===== src/rtl/uart_irq_pkg.sv =====
package uart_irq_pkg;
   typedef enum logic [3:0] {
      IID_NONE   = 4'd1,
      IID_THRE   = 4'd2,
      IID_RXDATA = 4'd4,
      IID_LINE   = 4'd5,
      IID_BUSY   = 4'd7,
      IID_TMO    = 4'd12
   } iid_e;

   localparam int IEN_RX   = 0;
   localparam int IEN_TX   = 1;
   localparam int IEN_PROG = 7;

   localparam int SRST_UART = 0;
   localparam int SRST_RXF  = 1;
   localparam int SRST_TXF  = 2;
endpackage


===== src/rtl/uart_irq_levels.sv =====
module uart_irq_levels #(
   parameter int FIFO_DEPTH = 16,
   parameter int CW         = $clog2(FIFO_DEPTH + 1)
) (
   input  logic [1:0]    rx_sel,
   input  logic [1:0]    tx_sel,
   output logic [CW-1:0] rx_lvl,
   output logic [CW-1:0] tx_lvl
);
   localparam logic [CW-1:0] L_ONE  = CW'(1);
   localparam logic [CW-1:0] L_TWO  = CW'(2);
   localparam logic [CW-1:0] L_QTR  = CW'(FIFO_DEPTH / 4);
   localparam logic [CW-1:0] L_HALF = CW'(FIFO_DEPTH / 2);
   localparam logic [CW-1:0] L_NEAR = CW'(FIFO_DEPTH - 2);

   generate
      if (FIFO_DEPTH < 8 || (FIFO_DEPTH & (FIFO_DEPTH - 1)) != 0) begin : g_bad_depth
         $error("FIFO_DEPTH must be a power of two of at least 8");
      end
   endgenerate

   always_comb begin
      unique case (rx_sel)
         2'd0:    rx_lvl = L_ONE;
         2'd1:    rx_lvl = L_QTR;
         2'd2:    rx_lvl = L_HALF;
         default: rx_lvl = L_NEAR;
      endcase
      unique case (tx_sel)
         2'd0:    tx_lvl = '0;
         2'd1:    tx_lvl = L_TWO;
         2'd2:    tx_lvl = L_QTR;
         default: tx_lvl = L_HALF;
      endcase
   end
endmodule


===== src/rtl/uart_irq_tmo.sv =====
module uart_irq_tmo #(
   parameter int CW       = 5,
   parameter int TO_CHARS = 4
) (
   input  logic          clk,
   input  logic          rst_n,
   input  logic          clr,
   input  logic [CW-1:0] rx_count,
   input  logic          rx_push,
   input  logic          rx_pop,
   input  logic          char_tick,
   output logic          tmo
);
   localparam int TW = $clog2(TO_CHARS + 1);
   localparam logic [TW-1:0] T_MAX = TW'(TO_CHARS);

   logic [TW-1:0] cnt_q;
   logic          idle_clr;

   generate
      if (TO_CHARS < 1) begin : g_bad_to
         $error("TO_CHARS must be at least 1");
      end
   endgenerate

   assign idle_clr = clr | rx_push | rx_pop | (rx_count == '0);

   always_ff @(posedge clk or negedge rst_n) begin
      if (!rst_n)                        cnt_q <= '0;
      else if (idle_clr)                 cnt_q <= '0;
      else if (char_tick && cnt_q != T_MAX) cnt_q <= cnt_q + 1'b1;
   end

   assign tmo = (cnt_q == T_MAX) && (rx_count != '0);


   tmo_sat_chk: assert property (@(posedge clk) disable iff (!rst_n)
      cnt_q <= T_MAX);
endmodule


===== src/rtl/uart_irq_prio.sv =====
module uart_irq_prio
   import uart_irq_pkg::*;
(
   input  logic src_line,
   input  logic src_rx,
   input  logic src_tmo,
   input  logic src_tx,
   input  logic src_busy,
   output iid_e id
);
   always_comb begin
      if (src_line)      id = IID_LINE;
      else if (src_rx)   id = IID_RXDATA;
      else if (src_tmo)  id = IID_TMO;
      else if (src_tx)   id = IID_THRE;
      else if (src_busy) id = IID_BUSY;
      else               id = IID_NONE;
   end
endmodule


===== src/rtl/uart_irq_ctrl.sv =====
module uart_irq_ctrl
   import uart_irq_pkg::*;
#(
   parameter int FIFO_DEPTH = 16,
   parameter int TO_CHARS   = 4,
   localparam int CW        = $clog2(FIFO_DEPTH + 1)
) (
   input  logic          clk,
   input  logic          rst_n,
   input  logic          ien_wr,
   input  logic [7:0]    ien_wdata,
   input  logic          trig_wr,
   input  logic [1:0]    rx_trig_wdata,
   input  logic [1:0]    tx_trig_wdata,
   input  logic          srst_wr,
   input  logic [2:0]    srst_wdata,
   input  logic [CW-1:0] rx_count,
   input  logic [CW-1:0] tx_count,
   input  logic          rx_push,
   input  logic          rx_pop,
   input  logic          tx_push,
   input  logic          char_tick,
   input  logic          line_err,
   input  logic          busy,
   input  logic          id_rd,
   output logic [3:0]    int_id,
   output logic          irq,
   output logic          rx_not_empty,
   output logic          tx_not_full,
   output logic          tx_empty,
   output logic          rx_flush,
   output logic          tx_flush
);
   localparam logic [CW-1:0] FULL = CW'(FIFO_DEPTH);

   logic          en_rx_q, en_tx_q, en_prog_q;
   logic [1:0]    rx_sel_q, tx_sel_q;
   logic          tx_ack_q;
   logic          soft_rst;
   logic [CW-1:0] rx_lvl, tx_lvl;
   logic          tmo, tx_cond;
   logic          src_rx, src_tmo, src_tx;
   iid_e          id;
   logic          unused_ien;

   assign unused_ien = ^ien_wdata[6:2];
   assign soft_rst   = srst_wr & srst_wdata[SRST_UART];

   always_ff @(posedge clk or negedge rst_n) begin
      if (!rst_n) begin
         en_rx_q <= 1'b0; en_tx_q <= 1'b0; en_prog_q <= 1'b0;
         rx_sel_q <= 2'd0; tx_sel_q <= 2'd0;
      end else if (soft_rst) begin
         en_rx_q <= 1'b0; en_tx_q <= 1'b0; en_prog_q <= 1'b0;
         rx_sel_q <= 2'd0; tx_sel_q <= 2'd0;
      end else begin
         if (ien_wr) begin
            en_rx_q   <= ien_wdata[IEN_RX];
            en_tx_q   <= ien_wdata[IEN_TX];
            en_prog_q <= ien_wdata[IEN_PROG];
         end
         if (trig_wr) begin
            rx_sel_q <= rx_trig_wdata;
            tx_sel_q <= tx_trig_wdata;
         end
      end
   end

   always_ff @(posedge clk or negedge rst_n) begin
      if (!rst_n)                            tx_ack_q <= 1'b0;
      else if (soft_rst || tx_push)          tx_ack_q <= 1'b0;
      else if (id_rd && id == IID_THRE)      tx_ack_q <= 1'b1;
   end

   always_ff @(posedge clk or negedge rst_n) begin
      if (!rst_n) begin
         rx_flush <= 1'b0;
         tx_flush <= 1'b0;
      end else begin
         rx_flush <= srst_wr & (srst_wdata[SRST_RXF] | srst_wdata[SRST_UART]);
         tx_flush <= srst_wr & (srst_wdata[SRST_TXF] | srst_wdata[SRST_UART]);
      end
   end

   uart_irq_levels #(.FIFO_DEPTH(FIFO_DEPTH), .CW(CW)) u_lvl (
      .rx_sel(rx_sel_q), .tx_sel(tx_sel_q), .rx_lvl(rx_lvl), .tx_lvl(tx_lvl)
   );

   uart_irq_tmo #(.CW(CW), .TO_CHARS(TO_CHARS)) u_tmo (
      .clk(clk), .rst_n(rst_n), .clr(soft_rst), .rx_count(rx_count),
      .rx_push(rx_push), .rx_pop(rx_pop), .char_tick(char_tick), .tmo(tmo)
   );

   assign tx_cond = en_prog_q ? (tx_count <= tx_lvl) : (tx_count == '0);
   assign src_rx  = en_rx_q & (rx_count >= rx_lvl);
   assign src_tmo = en_rx_q & tmo;
   assign src_tx  = en_tx_q & ~tx_ack_q & tx_cond;

   uart_irq_prio u_prio (
      .src_line(line_err), .src_rx(src_rx), .src_tmo(src_tmo),
      .src_tx(src_tx), .src_busy(busy), .id(id)
   );

   assign int_id       = id;
   assign irq          = (id != IID_NONE);
   assign rx_not_empty = (rx_count != '0);
   assign tx_not_full  = (tx_count < FULL);
   assign tx_empty     = (tx_count == '0);


   line_pri_chk: assert property (@(posedge clk) disable iff (!rst_n)
      line_err |-> int_id == IID_LINE);

   tx_ack_chk: assert property (@(posedge clk) disable iff (!rst_n)
      (id_rd && int_id == IID_THRE && !tx_push) |=> int_id != IID_THRE);

   rx_flush_chk: assert property (@(posedge clk) disable iff (!rst_n)
      (srst_wr && (srst_wdata[SRST_RXF] || srst_wdata[SRST_UART])) |=> rx_flush);

   tx_flush_chk: assert property (@(posedge clk) disable iff (!rst_n)
      (srst_wr && (srst_wdata[SRST_TXF] || srst_wdata[SRST_UART])) |=> tx_flush);

   tmo_nonempty_chk: assert property (@(posedge clk) disable iff (!rst_n)
      int_id == IID_TMO |-> rx_count != '0);

   busy_src_chk: assert property (@(posedge clk) disable iff (!rst_n)
      int_id == IID_BUSY |-> busy);
endmodule


===== config.mk =====
export PLATFORM = sky130hd
export DESIGN_NAME = uart_irq_ctrl
export DESIGN_NICKNAME = d
export VERILOG_FILES = /design/src/rtl/uart_irq_pkg.sv /design/src/rtl/uart_irq_levels.sv /design/src/rtl/uart_irq_tmo.sv /design/src/rtl/uart_irq_prio.sv /design/src/rtl/uart_irq_ctrl.sv
export SDC_FILE = /design/constraint.sdc
export NUM_CORES = 1
export LEC_CHECK = 0
export ABC_AREA = 1
export BUFFER_PORTS_ARGS = -buffer_cell sky130_fd_sc_hd__buf_2
export CAP_MARGIN = 20
export CORE_UTILIZATION = 29
export DETAILED_ROUTE_END_ITERATION = 16
export PLACE_DENSITY = 0.58
export RECOVER_POWER = 50
export SYNTH_ARGS = -nofsm -noshare
export SYNTH_HDL_FRONTEND = slang
export SYNTH_SLANG_ARGS = --single-unit

===== constraint.sdc =====
create_clock -name clk -period 3.1 [get_ports clk]
set_clock_uncertainty 0.2 [all_clocks]
set_input_delay 0.155 -clock clk [delete_from_list [all_inputs] [get_ports clk]]
set_output_delay 0.155 -clock clk [all_outputs]
set_load 0.1 [all_outputs]

==> impl_summary.md, run 1 <==
Status
The run finished with clean final reports.

Power and ir drop
The analysis attributes to cell leakage a power of 0.794 nW. In this run the power density over the cells is 330 nW/um^2. The total power is 477 uW. VDD sags by at most 0.169 mV.

Timing
The shortest clock period the worst path allows after layout is 2.49 ns. In the finished design, the share of the clock period the worst path needs comes to 80.2%. The count of final hold-check violations is 0. Setup repair after global routing left no endpoint under its margin. The final number of setup-violating endpoints is 0.

Measured against its own limit, the worst slew margin works out to 21.3%. For the final routed database, the setup TNS stands at 0 ns. For the pin with the worst max-slew slack, the measured transition is 1.19 ns. Static timing analysis puts the maximum clock frequency at 0.402 GHz. The slack of the critical path is 0.614 ns. The number of max-slew violations in the final report was 0.

Yosys
Yosys attributes the largest share of cell area to dfrtp_1, nand2_1, ha_1. In the synthesized netlist, the cells that appear most often are nand2_1, inv_1, nor2_1. For this run, the leading register cell type out of synthesis is dfrtp_1. Counting every net in the synthesized netlist gives 184.

The post-synthesis sequential area ratio is 34.4%. The total of warnings raised by yosys is 0. In the synthesized netlist the async set-or-reset flop fraction comes to 100%. The mapped cell area is 946 um^2. The synthesized design spends more area on one cell type than any other, namely dfrtp_1.

The cell count after synthesis is 138. The number of enable flip-flop cells after synthesis is 0. A synthesized cell averages 6.85 um^2. Synthesis inferred 13 register bits. The fraction of post-synthesis cell area in the top cell type by area is 34.4%. The most numerous cell in the Yosys netlist is nand2_1. The unique cell type count in the Yosys netlist is 19.

Floorplanning
In this run the horizontal extent of the chip is 59.1 um. The effective utilization at floorplan is 30.7%. During I/O placement, the number of pins put on the boundary was 47.

The vertical die dimension is 59.1 um. The area of the core is 3080 um^2. The full die area is 3490 um^2. The standard-cell row count is 20.

Clock network
The CTS tree is yes. The maximum level of the CTS H-tree is 1. The clock sink count is 13. The later-pin clock latency in the skew report is 0.26 ns.

The cell sitting at the root of the clock tree is a clkbuf_4. The register clock-pin slew on the reported worst setup and hold paths is 0.07 ns. The maximum buffer depth of the clock tree is 2. Once the clock tree was built, the resizer swapped 0 gates to a different size.

Buffers inserted during clock tree synthesis total 3.

Drt
The wire length per cell after detailed routing is 9.42 um. For this run, design rule violations remaining after detail routing come to 0. The length of the first detailed-routing pass in iterations is 4. The detailed router's first-iteration violation count is 42. The ratio of routed vias to standard cells is 4.20. The residual antenna-violating net count after detailed routing is 0. The final layout contains routed wiring with a total length of 2340 um. The routed layout has 1042 vias.

Worst hold path
The classification of the worst-slack hold path is primary input to register.

Final layout
The synthesis-to-layout area growth is 52.9%. The count of nets after finishing is 251. Cells with a size suffix above 1 make up 22.1% of the layout. 0 antenna diodes ended up in the layout. After routing the design area is 1450 um^2.

Global route
Global routing used 14.8% of the available tracks. The number of antenna violations at the first check in global routing came to 0. The number of global-route vias before repair is 972.

For this run the aggregate overflow at the end of global routing stands at 0. The first global-routing pass estimated 3950 um of wire. Entering global routing, the biggest net connects 14 pins.

Worst setup path
The critical path arrival is 2.49 ns. STA classifies the critical path startpoint as a register. The worst register-to-register path begins at tx_sel_q[0]$_DFFE_PN0P_. The worst flop-to-flop path endpoint is tx_ack_q$_DFFE_PN0P_.

The worst path required time is 3.11 ns. The worst setup path is of the register to register kind. The most critical setup path has its endpoint at tx_ack_q$_DFFE_PN0P_. The nature of the critical path endpoint is a register. The flop-to-flop setup slack is 0.61 ns. For the worst flop-to-flop path, the logic depth is 15. Of all nets on the critical path, the largest fanout is 4. Tracing the worst setup path back leads to its startpoint at tx_sel_q[0]$_DFFE_PN0P_.

Placed design
Routability-driven placement finished with a final weighted congestion of 0.819. The number of buffers added on ports is 41. The placement-stage worst setup slack is 0.920 ns. The instance area at placement is 1210 um^2. The half-perimeter wire length after placement is 1790 um.

Job
The tool flagged a number of max-cap violations equal to 0.
==> registers in the layout, indices dropped and copies added (netlist names) <==
| signal | count |
|---|---|
| en_prog_q | 1 |
| en_rx_q | 1 |
| en_tx_q | 1 |
| rx_flush | 1 |
| rx_sel_q | 2 |
| tx_ack_q | 1 |
| tx_flush | 1 |
| tx_sel_q | 2 |
| u_tmo.cnt_q | 3 |
==> critical path: stages, from the launching register on <==
cell and delay [ns]:
dfrtp_1 0.38, inv_1 0.08, nand2_1 0.07, ha_1 0.29, nand2_1 0.07, nand2_1 0.05, nand2_1 0.06, nand2_1 0.05
nand2_1 0.06, nand2_1 0.10, nand2_1 0.10, nand3_2 0.07, nor2_1 0.11, nand2_1 0.08, a21oi_2 0.11, dlygate4sd3_1 0.55
==> layout by cell type, fill, tap and decap left out <==
master         synthesis  routed
inv_1                 28      28
nor3b_2                0       1
nand2_1               32      32
or2_0                  1       1
nand3_2                2       2
xor2_1                 1       1
nand4_1                1       1
a21oi_1                2       2
nand2_2                2       2
dlygate4sd3_1          0      22
nor3_1                 1       1
clkbuf_4               0       3
nor2_1                23      23
a31oi_1                1       1
o21ai_0                7       7
buf_2                  0      35
nand3_1               10      10
dfrtp_1               13      13
a21oi_2                2       2
clkbuf_1               1       7
ha_1                   9       9
nand3b_1               1       1
==> where the power goes <==
group,switching [mW],total (mW),leakage [nW],internal (mW)
Combinational,0.121,0.189,0.612,0.0678
Sequential,0.00758,0.188,0.167,0.181
Clock,0.0502,0.100,0.0150,0.0497
==> worst min path at each step <==
stage / to / from / depth (start not counted)
detailed placement: u_tmo.cnt_q[1]$_DFFE_PN0P_ / rst_n / 1
finish: u_tmo.cnt_q[1]$_DFFE_PN0P_ / rx_push / 4
CTS: u_tmo.cnt_q[2]$_DFFE_PN0P_ / rx_push / 4
global placement: u_tmo.cnt_q[1]$_DFFE_PN0P_ / rst_n / 1
global route: u_tmo.cnt_q[0]$_DFFE_PN0P_ / rx_push / 4
floorplan: en_prog_q$_DFFE_PN0P_ / rst_n / 0
==> what timing repair did <==
action	CTS	global route
buffers inserted	0	0
endpoints found under the hold margin	24	0
hold buffers	22	0
==> logic make-up after synthesis <==
| kind of cell | synth area share, % |
|---|---|
| buf+inv | 11.5 |
| flops | 34.4 |
| compound gates | 7.28 |
| xor+xnor | 0.926 |
| fa+ha+maj | 11.9 |
| simple gates | 34.0 |
==> cell type report <==
| class | count | area (um^2) |
|---|---|---|
| Timing Repair Buffer | 63 | 418 |
| Clock buffer | 4 | 26.3 |
| Inverter | 28 | 105 |
| Multi-Input combinational cell | 96 | 517 |
| Fill cell | 316 | 1630 |
| Sequential cell | 13 | 325 |
| Tap cell | 44 | 55.1 |
==> stage by stage <==
stage	instances	hold WS [ns]	utilization (%)
after floorplan	138	-0.341	-
after global placement	222	-0.142	39.2
after detailed placement	222	-0.136	39.2
after CTS	248	0.00458	47.2
after global routing	248	0.0207	47.0
final	248	0.0116	47.0
==> layer usage <==
| layer | part of all wire [%] | routed length [um] | vias up | global-route usage [%] |
|---|---|---|---|---|
| met5 | 0 | 0 | - | 0 |
| met2 | 47 | 1100 | 33 | 26.1 |
| li1 | - | - | 559 | - |
| met3 | 3.6 | 84 | 2 | 1.31 |
| met4 | 0.17 | 4 | 0 | 4.08 |
| met1 | 49 | 1150 | 448 | 19.2 |
(Power assumes the default switching activity.)
==> inputs of run 2 (changes only) <==
==> constraint.sdc (replaced) <==
create_clock -name clk -period 2.4 [get_ports clk]
set_clock_uncertainty 0.2 [all_clocks]
set_input_delay 0.12 -clock clk [delete_from_list [all_inputs] [get_ports clk]]
set_output_delay 0.12 -clock clk [all_outputs]
set_load 0.1 [all_outputs]
==> impl_summary.md, run 2 (same netlist as run 1, synthesis figures left out) <==
Worst setup path
On the worst path, the slowest cell contributes a delay of 0.37 ns. The flop-to-flop setup slack is 0.47 ns. The nature of the critical path endpoint is an output port. The critical path ends at int_id[3]. The library cell contributing the largest single delay on the critical path is dfrtp_1. The launch point of the worst path is rx_sel_q[0]$_DFFE_PN0P_. The critical path arrival is 1.93 ns. The endpoint identified for the worst register-to-register timing path is tx_ack_q$_DFFE_PN0P_.

The worst path required time is 2.08 ns. The signal on the critical path passes through inv_1 -> ha_1 -> nand2_1 -> nand2_1 -> a21oi_2 -> nand3_2 -> nand2_2 -> nor3b_4 -> buf_4. By instance count, the cell type seen most on the critical path is nand2_1. STA classifies the critical path startpoint as a register. The count of cells along the worst register-to-register path is 12. The startpoint of the lowest-slack register-to-register path is rx_sel_q[1]$_DFFE_PN0P_. The type of the worst setup path is register to output port. Of all nets on the critical path, the largest fanout is 4.

Drt
The ratio of routed vias to standard cells is 4.25. The first TritonRoute pass finished after 4 iterations. For this run, design rule violations remaining after detail routing come to 0. The detail route stage leaves a number of antenna-violating nets equal to 0. The detailed router finished its first iteration with 18 violations. The number of vias in the routed layout is 1080. In the final routed layout, each cell accounts on average for 10.0 um.

The final layout contains routed wiring with a total length of 2540 um.

Job
The tool flagged a number of max-cap violations equal to 0.

Placed design
The number of buffers added on ports is 41. At the end of routability-driven placement, the weighted congestion stood at 0.749. The half-perimeter wire length after placement is 1880 um.

Timing
The highest clock frequency the design can meet is 0.444 GHz. The worst hold slack is 0.0458 ns. The count of final hold-check violations is 0. Setup repair after global routing left no endpoint under its margin.

Adding up every negative setup slack in the final design gives 0 ns. After layout, the worst path uses 93.9% of the clock period. The number of max-slew violations in the final report was 0. The shortest clock period the worst path allows after layout is 2.25 ns. The final number of setup-violating endpoints is 0. At the pin with the least slew margin, the transition time is 1.17 ns. The headroom to the max-slew limit is 22.5%.

Global route
Entering global routing, the biggest net connects 14 pins. The number of global-route vias before repair is 1099. The number of antenna violations at the first check in global routing is 0. Across every metal layer, demand over resource in global routing totals 17.1%. The first global-routing pass estimated 4440 um of wire. The total overflow left after global routing is 0.

Clock network
The master cell of the clock root buffer is clkbuf_4. The register clock-pin slew on the reported worst setup and hold paths is 0.08 ns. The clock sink count is 13. CTS built an H-tree with a depth of 1. The later pin in the worst-skew pair is clocked with a latency of 0.27 ns. The CTS tree is yes. The maximum buffer depth of the clock tree is 2. The number of clock buffers inserted by TritonCTS is 3.

Floorplanning
The floorplan has 20 rows. The effective utilization at floorplan is 30.7%. The die covers 3490 um^2. In this run the count of I/O pins placed on the die edge is 47.

The die is 59.1 um tall. The region available for standard cell placement spans 3080 um^2. The die width is 59.1 um.

Worst hold path
The number of instances on the worst hold path is 4. The min-delay analysis places its worst path in the category primary input to register.

Final layout
In the final design database the tool counted 257 nets. The synthesis-to-layout area growth is 66.8%. In the final layout, the registers with the most flip-flops are u_tmo.cnt_q x3, rx_sel_q x2, tx_sel_q x2. The area used by multi-input combinational logic is 531 um^2. The library cell used most frequently in the layout, excluding fill and tap cells, is buf_2. More flip-flops sit in one register than any other, and that register is u_tmo.cnt_q.

The register cell area after layout is 325 um^2. Fill cells in the final layout number 319. Of the cells placed in the final design, the portion with a size suffix greater than 1 is 24.3%.

The flip-flop count of the largest register, all copies and words added is 3. The number of diodes added for antenna fixing is 0. In the layout the commonest cells are buf_2, nand2_1, dlygate4sd3_1.

Power and ir drop
Across the VDD grid, the largest voltage drop is 0.299 mV. The cell leakage power is 0.856 nW. Power spread over the standard cell area amounts to 413 nW/um^2.

Status
The flow ran to the end, and the final reports show no timing, DRC or antenna violations.
run 2: repair_timing:
item,CTS,global route
gates resized for setup,4,9
setup buffers,0,0
hold buffers,28,0
hold endpoints to repair,26,0
endpoints found under the setup margin,4,4
run 2: through the flow:
step	total power, mW	instance area, um^2	util [%]	worst slack, ns	std cells
6_report	0.652	1580	51.3	0.146	254
4_1_cts	0.650	1550	50.4	0.0938	254
5_1_grt	0.704	1580	51.3	0.00304	254
3_3_place_gp	0.463	1230	40.1	0.345	222
3_5_place_dp	0.471	1230	40.1	0.279	222
2_1_floorplan	0.401	962	-	0.0921	138
run 2: where the power goes:
part	switching (mW)	leakage [nW]	total (mW)	internal, mW
Sequential	0.0101	0.167	0.243	0.233
Combinational	0.163	0.672	0.274	0.111
Clock	0.0730	0.0177	0.135	0.0617
Total	0.246	0.856	0.652	0.406
run 2: critical path, delay by kind of cell, from the launching register on:
family	cells	cell delay (ns)
buf+inv	2	0.38
compound gates	1	0.13
flops	1	0.37
fa+ha+maj	1	0.32
simple gates	5	0.48
run 2: final cells by class:
cell class / count / share of cell area (%)
timing repair buffer: 69 / 33.9
multi-input combinational: 96 / 33.6
sequential: 13 / 20.6
inverter: 28 / 6.66
tap: 44 / 3.49
clock buffer: 3 / 1.43
clock inverter: 1 / 0.317
run 2: how the worst min path moves through the flow:
stage	endpoint	slack, ns	from
2_1_floorplan	en_prog_q$_DFFE_PN0P_	-0.38	rst_n
3_3_place_gp	u_tmo.cnt_q[1]$_DFFE_PN0P_	-0.18	rst_n
3_5_place_dp	u_tmo.cnt_q[1]$_DFFE_PN0P_	-0.18	rst_n
4_1_cts	rx_sel_q[0]$_DFFE_PN0P_	0.04	trig_wr
5_1_grt	rx_sel_q[1]$_DFFE_PN0P_	0.08	trig_wr
6_report	rx_sel_q[0]$_DFFE_PN0P_	0.05	trig_wr
run 2: layer usage:
metal  up-vias  GRT usage, %  routed length [um]
met5         -             0                   0
met4         0          4.76                   0
met3         0          3.49                  86
met2        25          32.1                1410
met1       484          19.3                1040
li1        571             -                   -
==> inputs of run 3 (changes only) <==
--- a/config.mk
+++ b/config.mk
@@ -10,8 +10,9 @@
 export CAP_MARGIN = 20
 export CORE_UTILIZATION = 29
 export DETAILED_ROUTE_END_ITERATION = 16
-export PLACE_DENSITY = 0.58
+export PLACE_DENSITY = 0.56
 export RECOVER_POWER = 50
 export SYNTH_ARGS = -nofsm -noshare
 export SYNTH_HDL_FRONTEND = slang
+export SYNTH_HIERARCHICAL = 1
 export SYNTH_SLANG_ARGS = --single-unit
==> impl_summary.md, run 3 <==
Status
The flow ran to the end, but the final reports show violations. The checks that failed: setup timing.

Placed design
The placed instance count is 244. The weighted congestion reported at the end of routability-driven placement is 0.741. During placement, the flow inserted port buffers numbering 41. At the placement stage, the worst setup path has a slack of 0.0994 ns.

Summing all placed instances gives a cell area of 1440 um^2. The half-perimeter wire length after placement is 1810 um.

Final layout
The number of filler cells placed in the layout is 362. The finished layout holds 277 standard cells, fillers aside. The flip-flop count of the largest register, all copies and words added is 3.

The synthesis-to-layout area growth is 69.9%. The multi-input combinational cells in the finished layout cover a total of 719 um^2. The count of nets after finishing is 281. The register cell area after layout is 325 um^2. The commonest non-fill, non-tap cell in the layout is inv_1. In the final layout, the registers with the most flip-flops are u_tmo/cnt_q x3, rx_sel_q x2, tx_sel_q x2. In the layout the commonest cells are inv_1, buf_2, nand2_1. The share of final-layout standard cells stronger than drive strength 1 is 33.8%. The final cell area excluding filler cells is 1860 um^2. u_tmo/cnt_q holds more flip-flops than any other register. The number of diodes added for antenna fixing is 0.

Worst setup path
The worst setup path is captured at an output port. The worst register-to-register path begins at rx_sel_q[0]$_DFFE_PN0P_. Counting cells, the worst reg-to-reg path comes to 14. The worst setup path is launched from a register. In this run the critical register-to-register path is captured at tx_ack_q$_DFFE_PN0P_.

The worst path required time is 2.08 ns. The maximum fanout along the worst path is 4. The type of the worst setup path is register to output port. The flop-to-flop setup slack is 0.21 ns. The endpoint of the worst setup timing path is irq.

Data arrives at the worst endpoint at 2.15 ns. Tracing the worst setup path back leads to its startpoint at rx_sel_q[0]$_DFFE_PN0P_.

Floorplanning
The die width is 63.4 um. The floorplan has 21 rows. The area of the core is 3470 um^2.

The vertical die dimension is 63.4 um. For this design the top-level I/O count stands at 47. For this configuration, the core starts out at a cell density of 31.5%.

The floorplan step defined a die boundary enclosing 4020 um^2.

Power and ir drop
For this design the total switching power over the nets is 274 uW. The peak ir drop on the vdd network is 0.283 mV. For this design the ratio of total power to cell area is 410 nW/um^2. Registers are responsible for 31.9% of the overall power.

The part of the power in the clock network is 25.0%. Of the total power, combinational logic draws 43.1%. The cell leakage power is 0.985 nW. Net switching is 36.0% of the power. The internal power of the cells is 487 uW.

Yosys
The commonest cells after synthesis are inv_1, nand2_1, nor2_1. The synthesized netlist contains 24 unique library cells. In the synthesized netlist, the number of instances is 159. The mapped cell area is 1090 um^2. Summed over all instances, the cell type with the most area after synthesis is dfrtp_1.

The number of register bits inferred by synthesis is 13. During synthesis, Yosys emitted a total of 6 warnings. The most used flip-flop cell after synthesis is dfrtp_1. The post-synthesis sequential area ratio is 29.8%. Counting flops with a built-in enable in the synthesized netlist gives 0. The most numerous cell in the Yosys netlist is inv_1. Each instance of the synthesized netlist takes up on average 6.87 um^2. The async set or reset register ratio after synthesis is 100%. Sorting the synthesized cells by area gives the leading types as dfrtp_1, ha_1, inv_1.

The top cell type by area accounts for 29.8% of the synthesized area.

Global route
The aggregate global routing overflow is 0. The first-pass GRT wire length is 4530 um. The maximum number of pins on one net before global-route repair is 14. The number of antenna violations at the first check in global routing is 0.

The number of global-route vias before repair was 1118. In the global route stage, overall resource usage came out at 14.2%.

Timing
Once routing completed, OpenROAD measured the worst setup slack at -0.0695 ns. Setup violations remaining at the end of the flow were counted as 2. The count of final hold-check violations is 0.

Setup repair after global routing could not meet its margin everywhere. At the pin with the least slew margin, the transition time is 1.16 ns. The smallest clock period supported by the final layout is computed as 2.47 ns. The headroom to the max-slew limit is 22.8%. The worst path uses 103% of the clock period.

The number of max-slew violations in the final report is 0. The highest clock frequency the design can meet is 0.405 GHz.

Drt
The number of vias in the routed layout is 1174. Before antenna repair, the detailed router went through 4 iterations. The wire length per cell after detailed routing is 9.56 um. The ratio of routed vias to standard cells is 4.24.

The detailed router's first-iteration violation count is 31. The residual antenna-violating net count after detailed routing is 0. In the routed design, unresolved DRC markers number 0.

The detailed-route wire length is 2650 um.

Clock network
The clock sink count is 13. In this run the clock root is driven by a clkbuf_8. The later pin in the worst-skew pair is clocked with a latency of 0.23 ns. TritonCTS built the clock tree. In this run the number of H-tree levels came out at 1. The number of clock buffers inserted by TritonCTS is 3. The maximum buffer depth of the clock tree is 2. The register clock-pin slew on the reported worst setup and hold paths is 0.06 ns.

Worst hold path
The classification of the worst-slack hold path is primary input to register.

Job
The number of violations of the max-capacitance limit is 0.
run 3: cell type report:
cell class                      instances  area share, %
Clock buffer                            3           2.23
Clock inverter                          1          0.270
Inverter                               37           7.62
Multi-Input combinational cell        106           38.8
Sequential cell                        13           17.5
Tap cell                               46           3.10
Timing Repair Buffer                   71           30.5
run 3: cell families (layout without fill, tap and decap cells):
logic type	after synthesis	in the layout	synth area share, %
buffers and inverters	42	112	15.7
AO/OA/AOI/OAI	18	18	10.1
flip-flops	13	13	29.8
other	1	3	0.343
adder cells (fa/ha/maj)	12	12	13.7
AND/OR/NAND/NOR	73	73	30.4
run 3: worst min path at each step:
| stage | start | to | slack [ns] | cells past startpoint |
|---|---|---|---|---|
| floorplan | rst_n | en_prog_q$_DFFE_PN0P_ | -0.38 | 0 |
| global placement | rst_n | tx_flush$_DFF_PN0_ | -0.17 | 1 |
| detailed placement | rst_n | tx_flush$_DFF_PN0_ | -0.17 | 1 |
| CTS | ien_wr | en_prog_q$_DFFE_PN0P_ | 0.03 | 3 |
| global route | ien_wr | en_tx_q$_DFFE_PN0P_ | 0.03 | 3 |
| finish | ien_wr | en_tx_q$_DFFE_PN0P_ | 0.03 | 3 |
run 3: critical path, cell delays in order, from the launching register on:
cell      delay, ns
dfrtp_1        0.40
inv_1          0.10
ha_4           0.20
nand2_1        0.06
inv_1          0.04
o21bai_1       0.14
nand2_1        0.09
nor2_2         0.10
nor2_2         0.07
buf_4          0.14
nor3b_4        0.18
nor2_2         0.06
nand3b_1       0.13
buf_12         0.19
run 3: metal layers:
layer  vias to the layer above  part of all wire, %  global-route usage [%]
met4                         0                 0.53                    5.11
li1                        626                    -                       -
met2                        30                   51                    24.9
met3                         2                  4.4                    2.36
met5                         -                    0                       0
met1                       516                   44                    17.4
run 3: repair_timing:
item,4_1_cts,5_1_grt
hold buffers,24,0
endpoints found under the hold margin,26,0
pin swaps,8,2
setup endpoints to repair,1,6
gates resized for setup,7,11
cloned,0,0
setup buffers,3,2
run 3: power groups by stage:
stage	clock network (mW)	logic, mW	registers [mW]
after floorplan	0	0.153	0.264
after global placement	0	0.251	0.246
after detailed placement	0	0.253	0.246
after CTS	0.199	0.303	0.243
after global routing	0.212	0.361	0.246
final	0.190	0.328	0.243
run 3: per-stage QoR:
step	setup TNS [ns]	total power, mW	util [%]	hold WS, ns
global route	-0.799	0.819	53.5	0.0270
global placement	0	0.497	41.4	-0.174
CTS	-0.0641	0.744	51.2	0.0256
finish	-0.0901	0.761	53.5	0.0262
floorplan	-1.21	0.417	-	-0.376
detailed placement	0	0.499	41.4	-0.174
